## config.mk

```make
export PLATFORM = sky130hd
export DESIGN_NAME = quad_lane_fifo
export DESIGN_NICKNAME = d
export VERILOG_FILES = /design/src/rtl/quad_lane_fifo.sv
export SDC_FILE = /design/constraint.sdc
export NUM_CORES = 1
export LEC_CHECK = 0
export CAP_MARGIN = 20
export CORE_MARGIN = 5
export CORE_UTILIZATION = 50
export DETAILED_ROUTE_END_ITERATION = 8
export PLACE_DENSITY = 0.7
export SYNTH_ARGS = -nofsm -noshare
export SYNTH_HDL_FRONTEND = slang
export SYNTH_SLANG_ARGS = --single-unit
```

## constraint.sdc

```tcl
create_clock -name clk -period 14.4 [get_ports clk]
set_input_delay 4.32 -clock clk [delete_from_list [all_inputs] [get_ports clk]]
set_output_delay 4.32 -clock clk [all_outputs]
set_load 0.03 [all_outputs]
```

## src/rtl/quad_lane_fifo.sv

```systemverilog
module quad_lane_fifo #(
  parameter int LANES = 4,
  parameter int DEPTH = 16,
  parameter int BW    = 8
) (
  input  logic                clk,
  input  logic                rst_n,
  input  logic                byte_mode,
  input  logic                hw_push_word,
  input  logic                hw_push_byte,
  input  logic [LANES*BW-1:0] hw_wdata,
  input  logic                hw_pop_word,
  input  logic                hw_pop_byte,
  output logic [LANES*BW-1:0] hw_rdata,
  input  logic                sr_push,
  input  logic [BW-1:0]       sr_wdata,
  input  logic                sr_pop,
  output logic [BW-1:0]       sr_rdata,
  output logic                full,
  output logic                half_full,
  output logic                empty,
  output logic                word_avail,
  output logic                byte_avail,
  output logic                err
);
  localparam int TOTAL = LANES * DEPTH;
  localparam int PW    = $clog2(TOTAL);
  localparam int LW    = $clog2(LANES);
  localparam int CW    = PW + 1;

  logic [PW-1:0] wp, rp, wbase, rbase;
  logic [CW-1:0] cnt, cap, push_sz, pop_sz;
  logic          any_push, any_pop, push_ok, pop_ok, push_err, pop_err;
  logic [BW-1:0] byte_in;
  logic [BW-1:0] lane_q [LANES];

  assign cap     = byte_mode ? CW'(DEPTH) : CW'(TOTAL);
  assign wbase   = byte_mode ? {wp[PW-1:LW], LW'(0)} : wp;
  assign rbase   = byte_mode ? {rp[PW-1:LW], LW'(0)} : rp;
  assign byte_in = hw_push_byte ? hw_wdata[BW-1:0] : sr_wdata;

  assign any_push = hw_push_word | hw_push_byte | sr_push;
  assign any_pop  = hw_pop_word | hw_pop_byte | sr_pop;
  assign push_sz  = hw_push_word ? CW'(LANES) : CW'(1);
  assign pop_sz   = hw_pop_word ? CW'(LANES) : CW'(1);

  assign push_ok = any_push
                 && ($countones({hw_push_word, hw_push_byte, sr_push}) == 1)
                 && !(hw_push_word && byte_mode) && !(hw_push_byte && !byte_mode)
                 && ((cap - cnt) >= push_sz);
  assign pop_ok  = any_pop
                 && ($countones({hw_pop_word, hw_pop_byte, sr_pop}) == 1)
                 && !(hw_pop_word && byte_mode) && !(hw_pop_byte && !byte_mode)
                 && (cnt >= pop_sz);
  assign push_err = any_push && !push_ok;
  assign pop_err  = any_pop && !pop_ok;

  always_ff @(posedge clk or negedge rst_n) begin
    if (!rst_n) begin
      wp  <= '0;
      rp  <= '0;
      cnt <= '0;
      err <= 1'b0;
    end else begin
      err <= push_err | pop_err;
      if (push_ok) wp <= wp + (byte_mode ? PW'(LANES) : PW'(push_sz));
      if (pop_ok)  rp <= rp + (byte_mode ? PW'(LANES) : PW'(pop_sz));
      cnt <= cnt + (push_ok ? push_sz : '0) - (pop_ok ? pop_sz : '0);
    end
  end

  for (genvar l = 0; l < LANES; l++) begin : g_lane
    logic [BW-1:0] lmem [DEPTH];
    logic [LW-1:0] wk, rk;
    logic [PW-1:0] wa, ra;
    assign wk = LW'(l) - wbase[LW-1:0];
    assign rk = LW'(l) - rbase[LW-1:0];
    assign wa = wbase + PW'(wk);
    assign ra = rbase + PW'(rk);
    assign lane_q[l] = lmem[ra[PW-1:LW]];
    always_ff @(posedge clk) begin
      if (push_ok) begin
        if (hw_push_word) lmem[wa[PW-1:LW]] <= hw_wdata[int'(wk)*BW +: BW];
        else if (wbase[LW-1:0] == LW'(l)) lmem[wa[PW-1:LW]] <= byte_in;
      end
    end
  end

  always_comb begin
    for (int k = 0; k < LANES; k++) begin
      if (byte_mode && k != 0) hw_rdata[k*BW +: BW] = '0;
      else hw_rdata[k*BW +: BW] = lane_q[LW'(rbase[LW-1:0] + LW'(k))];
    end
  end
  assign sr_rdata = lane_q[rbase[LW-1:0]];

  assign empty      = (cnt == '0);
  assign byte_avail = (cnt != '0);
  assign full       = (cnt == cap);
  assign half_full  = (cnt >= (cap >> 1));
  assign word_avail = !byte_mode && (cnt >= CW'(LANES));


  no_overflow_chk: assert property (@(posedge clk) disable iff (!rst_n)
    cnt <= CW'(TOTAL));

  full_push_err_chk: assert property (@(posedge clk) disable iff (!rst_n)
    (full && any_push) |=> err);

  empty_pop_err_chk: assert property (@(posedge clk) disable iff (!rst_n)
    (empty && any_pop) |=> err);

  dual_push_err_chk: assert property (@(posedge clk) disable iff (!rst_n)
    (hw_push_word && sr_push) |=> err);

  word_mode_only_chk: assert property (@(posedge clk) disable iff (!rst_n)
    word_avail |-> !byte_mode);

  idle_hold_chk: assert property (@(posedge clk) disable iff (!rst_n)
    (!any_push && !any_pop) |=> ($stable(empty) && $stable(full) && !err));
endmodule

```

==> run summary <==
Worst skew pair latency: 610 ps
Critical path endpoint category: primary output
Synth Flop Type: edfxtp_1
Avg Synthesized Cell Area: 16.81 sq um
Final Hold Viols: 0
Global route overflow: 0
Worst setup SP type: primary input
Min Tclk post-route: 13530 ps
Pwr Density: 220.1 mW/mm^2
Cell Area, Placed: 0.02600 sq mm
Most frequent cells in the layout: edfxtp_1, mux4_2, nor2_1
CP arrival: 9210 ps
Slew HR: 25.32%
TritonCTS sink count: 532
Vias per cell: 6.116
Initial antenna violation count: 0
Hold buffer count at CTS: 0
DP Worst Slack: 879.3 ps
Routed WL: 57.69 mm
Final setup margin: 865.8 ps
Global-route wire length before repair: 85.91 mm
Chip Width: 231.6 microns
Number of buffers created by CTS: 53
Initial drt markers: 1233
Cells after Synth: 1460
Max IR drop VDD: 0.1453 mV
Commonest non-fill, non-tap cell in the layout: edfxtp_1
Area grow syn2layout: 13.00%
Final Net Count: 1636
Post-CTS setup buffers: 0
Number of max-cap violations: 0
Hold Crit Class: register to register
CTS H-tree depth: 2
Syn_nets: 1551
CTS tree: yes
Die area: 0.05362 sq mm
Post-cts gate resize count: 0
CP Cell Sequence: clkdlybuf4s50_1, nand2b_1, inv_2, ha_2, buf_4, mux4_2, mux2i_1, mux2i_1, nor2b_1, a31oi_1, o22ai_1, clkdlybuf4s50_1
RSZ-0062 raised after global routing: false
Synth Cell Area: 0.02455 sq mm
Leakage power: 9.259 nW
Critical Path RT: 10080 ps
Yosys cell types: 72
Io pins: 95
# DRC: 0
Slowest cell on the critical path: clkdlybuf4s50_1
Status: complete, no violations
FMAX: 73.89 MHz
Die Ht: 231.6 microns
Number of placement rows: 81
Reg2reg start: cnt[5]
Switch share: 37.99%
Layout Utilization: 56.90%
Critical Path Fanout Max: 17
Routed vias: 13770
Seq/Total Area, Yosys: 64.67%
Critical path's top delay family: buffers and inverters
Number of global-route vias before repair: 13430
Critical path startpoint: byte_mode
Hpwl dp: 39.32 mm
Final Wtd Congestion: 0.8855
Initial Util: 50.36%
Crit Path Class: primary input to primary output
Layout cell share with drive strength beyond 1: 19.86%
Sequential share of power: 32.5%
Syn. warnings: 0
EDFF count, synth: 512
Final period util: 93.99%
GRT Resource Usage Total: 21.38%
Wirelength per Cell: 25.63 microns
CTS root buffer: clkbuf_16
Gate power share: 45.1%
Worst Skew: 23.65 ps
Setup_tns: 0 ps
Worst path max stage delay: 920 ps
Port Buffers: 94
Design area: 0.02774 sq mm
Longest Clk Path Bufs: 3
#FFs+latches synth: 532
# setup viols final: 0
Slew @ Worst Pin: 1116 ps
Clock transition at the registers of the reported paths: 60 ps
Core footprint: 0.04875 sq mm
WHS: 548.4 ps
Worst hold start: wp[0]
Largest net degree at the start of global routing: 50
Post-synth ARST share: 3.759%
Post-route ant nets: 0
Pint: 3.785 mW
Clock share of power: 22.5%
Worst Path Buf+Inv: 4
First-pass DRT Iterations: 5
Final count of pins violating max slew: 0
NetSw: 2.319 mW
## area by class of cell
| type | count | area, sq um |
|---|---|---|
| tap | 664 | 830.8 |
| clock buffer | 69 | 1408 |
| sequential | 532 | 15880 |
| timing repair buffer | 117 | 1106 |
| inverter | 37 | 138.9 |
| multi-input combinational | 804 | 8066 |
| fill | 3695 | 21010 |
| clock inverter | 27 | 307.8 |
| antenna | 1 | 2.502 |
## final timing paths
kind | endpoint | slack, ps | depth (start not counted)
max in group asynchronous | rp[2] | 9820 | 2
max reg2reg | cnt[6] | 10390 | 18
min | wp[0] | 550 | 1
min in group asynchronous | err | 4070 | 1
min reg2reg | wp[0] | 550 | 1
max | hw_rdata[28] | 870 | 12
## cells by family after synthesis
group	count (synthesis)	synth area share (%)
xor+xnor	32	1.417
mux	268	18.28
simple gates	280	5.704
flops	532	64.67
buf+inv	124	2.564
compound gates	182	5.097
fa+ha+maj	42	2.263
## stage by stage
stage | power [mW] | std cells
2_1_floorplan | 3.934 | 1460
3_3_place_gp | 4.716 | 2152
3_5_place_dp | 4.767 | 2152
4_1_cts | 6.133 | 2248
5_1_grt | 6.371 | 2250
6_report | 6.104 | 2251
## flip-flops by register name (all words and copies together), names as in the netlist
signal,count
g_lane.lmem,512
cnt,7
rp,6
wp,6
err,1
## power groups by stage
stage,clock [mW],sequential (mW),combinational (mW)
floorplan,0,1.97,1.97
global placement,0,2.01,2.71
detailed placement,0,2.01,2.76
CTS,1.39,1.98,2.77
global route,1.45,1.99,2.93
finish,1.37,1.98,2.75
## per-layer routing
layer / global-route usage (%) / vias up / part of all wire, %
li1: - / 6041 / -
met1: 32.57 / 7084 / 44
met2: 33.19 / 576 / 47
met3: 3.124 / 67 / 7.3
met4: 4.967 / 0 / 1.7
met5: 0 / - / 0
## cell usage after synthesis, types with 7 or more instances
library cell	count	area share (%)
clkbuf_1	30	0.46
nor2_1	105	1.6
mux4_2	123	11
o21bai_1	7	0.21
nand3_1	39	0.80
nand3b_1	15	0.46
a211o_1	17	0.61
xnor2_1	20	0.71
inv_1	28	0.43
mux4_1	13	1.4
a22oi_1	16	0.49
mux2_2	36	1.7
a31oi_1	25	0.64
nor3_1	14	0.29
o22ai_1	18	0.46
and3_1	17	0.43
buf_2	26	0.53
nor2b_1	17	0.43
mux2i_1	88	3.6
buf_6	9	0.41
a21oi_1	36	0.73
dfrtp_1	20	2.0
nand2b_1	11	0.28
edfxtp_1	512	63
buf_4	17	0.52
a211oi_1	17	0.52
mux2_1	8	0.37
o21ai_0	18	0.37
ha_1	38	1.9
nand2_1	36	0.55
## worst register-to-register path: cells and delay by family (launching register included)
family / cells / cell delay (ps)
buf+inv: 3 / 290
compound gates: 5 / 850
xor+xnor: 1 / 140
simple gates: 6 / 1320
fa+ha+maj: 3 / 920
flops: 1 / 420
Power figures use the tool's default switching activity.
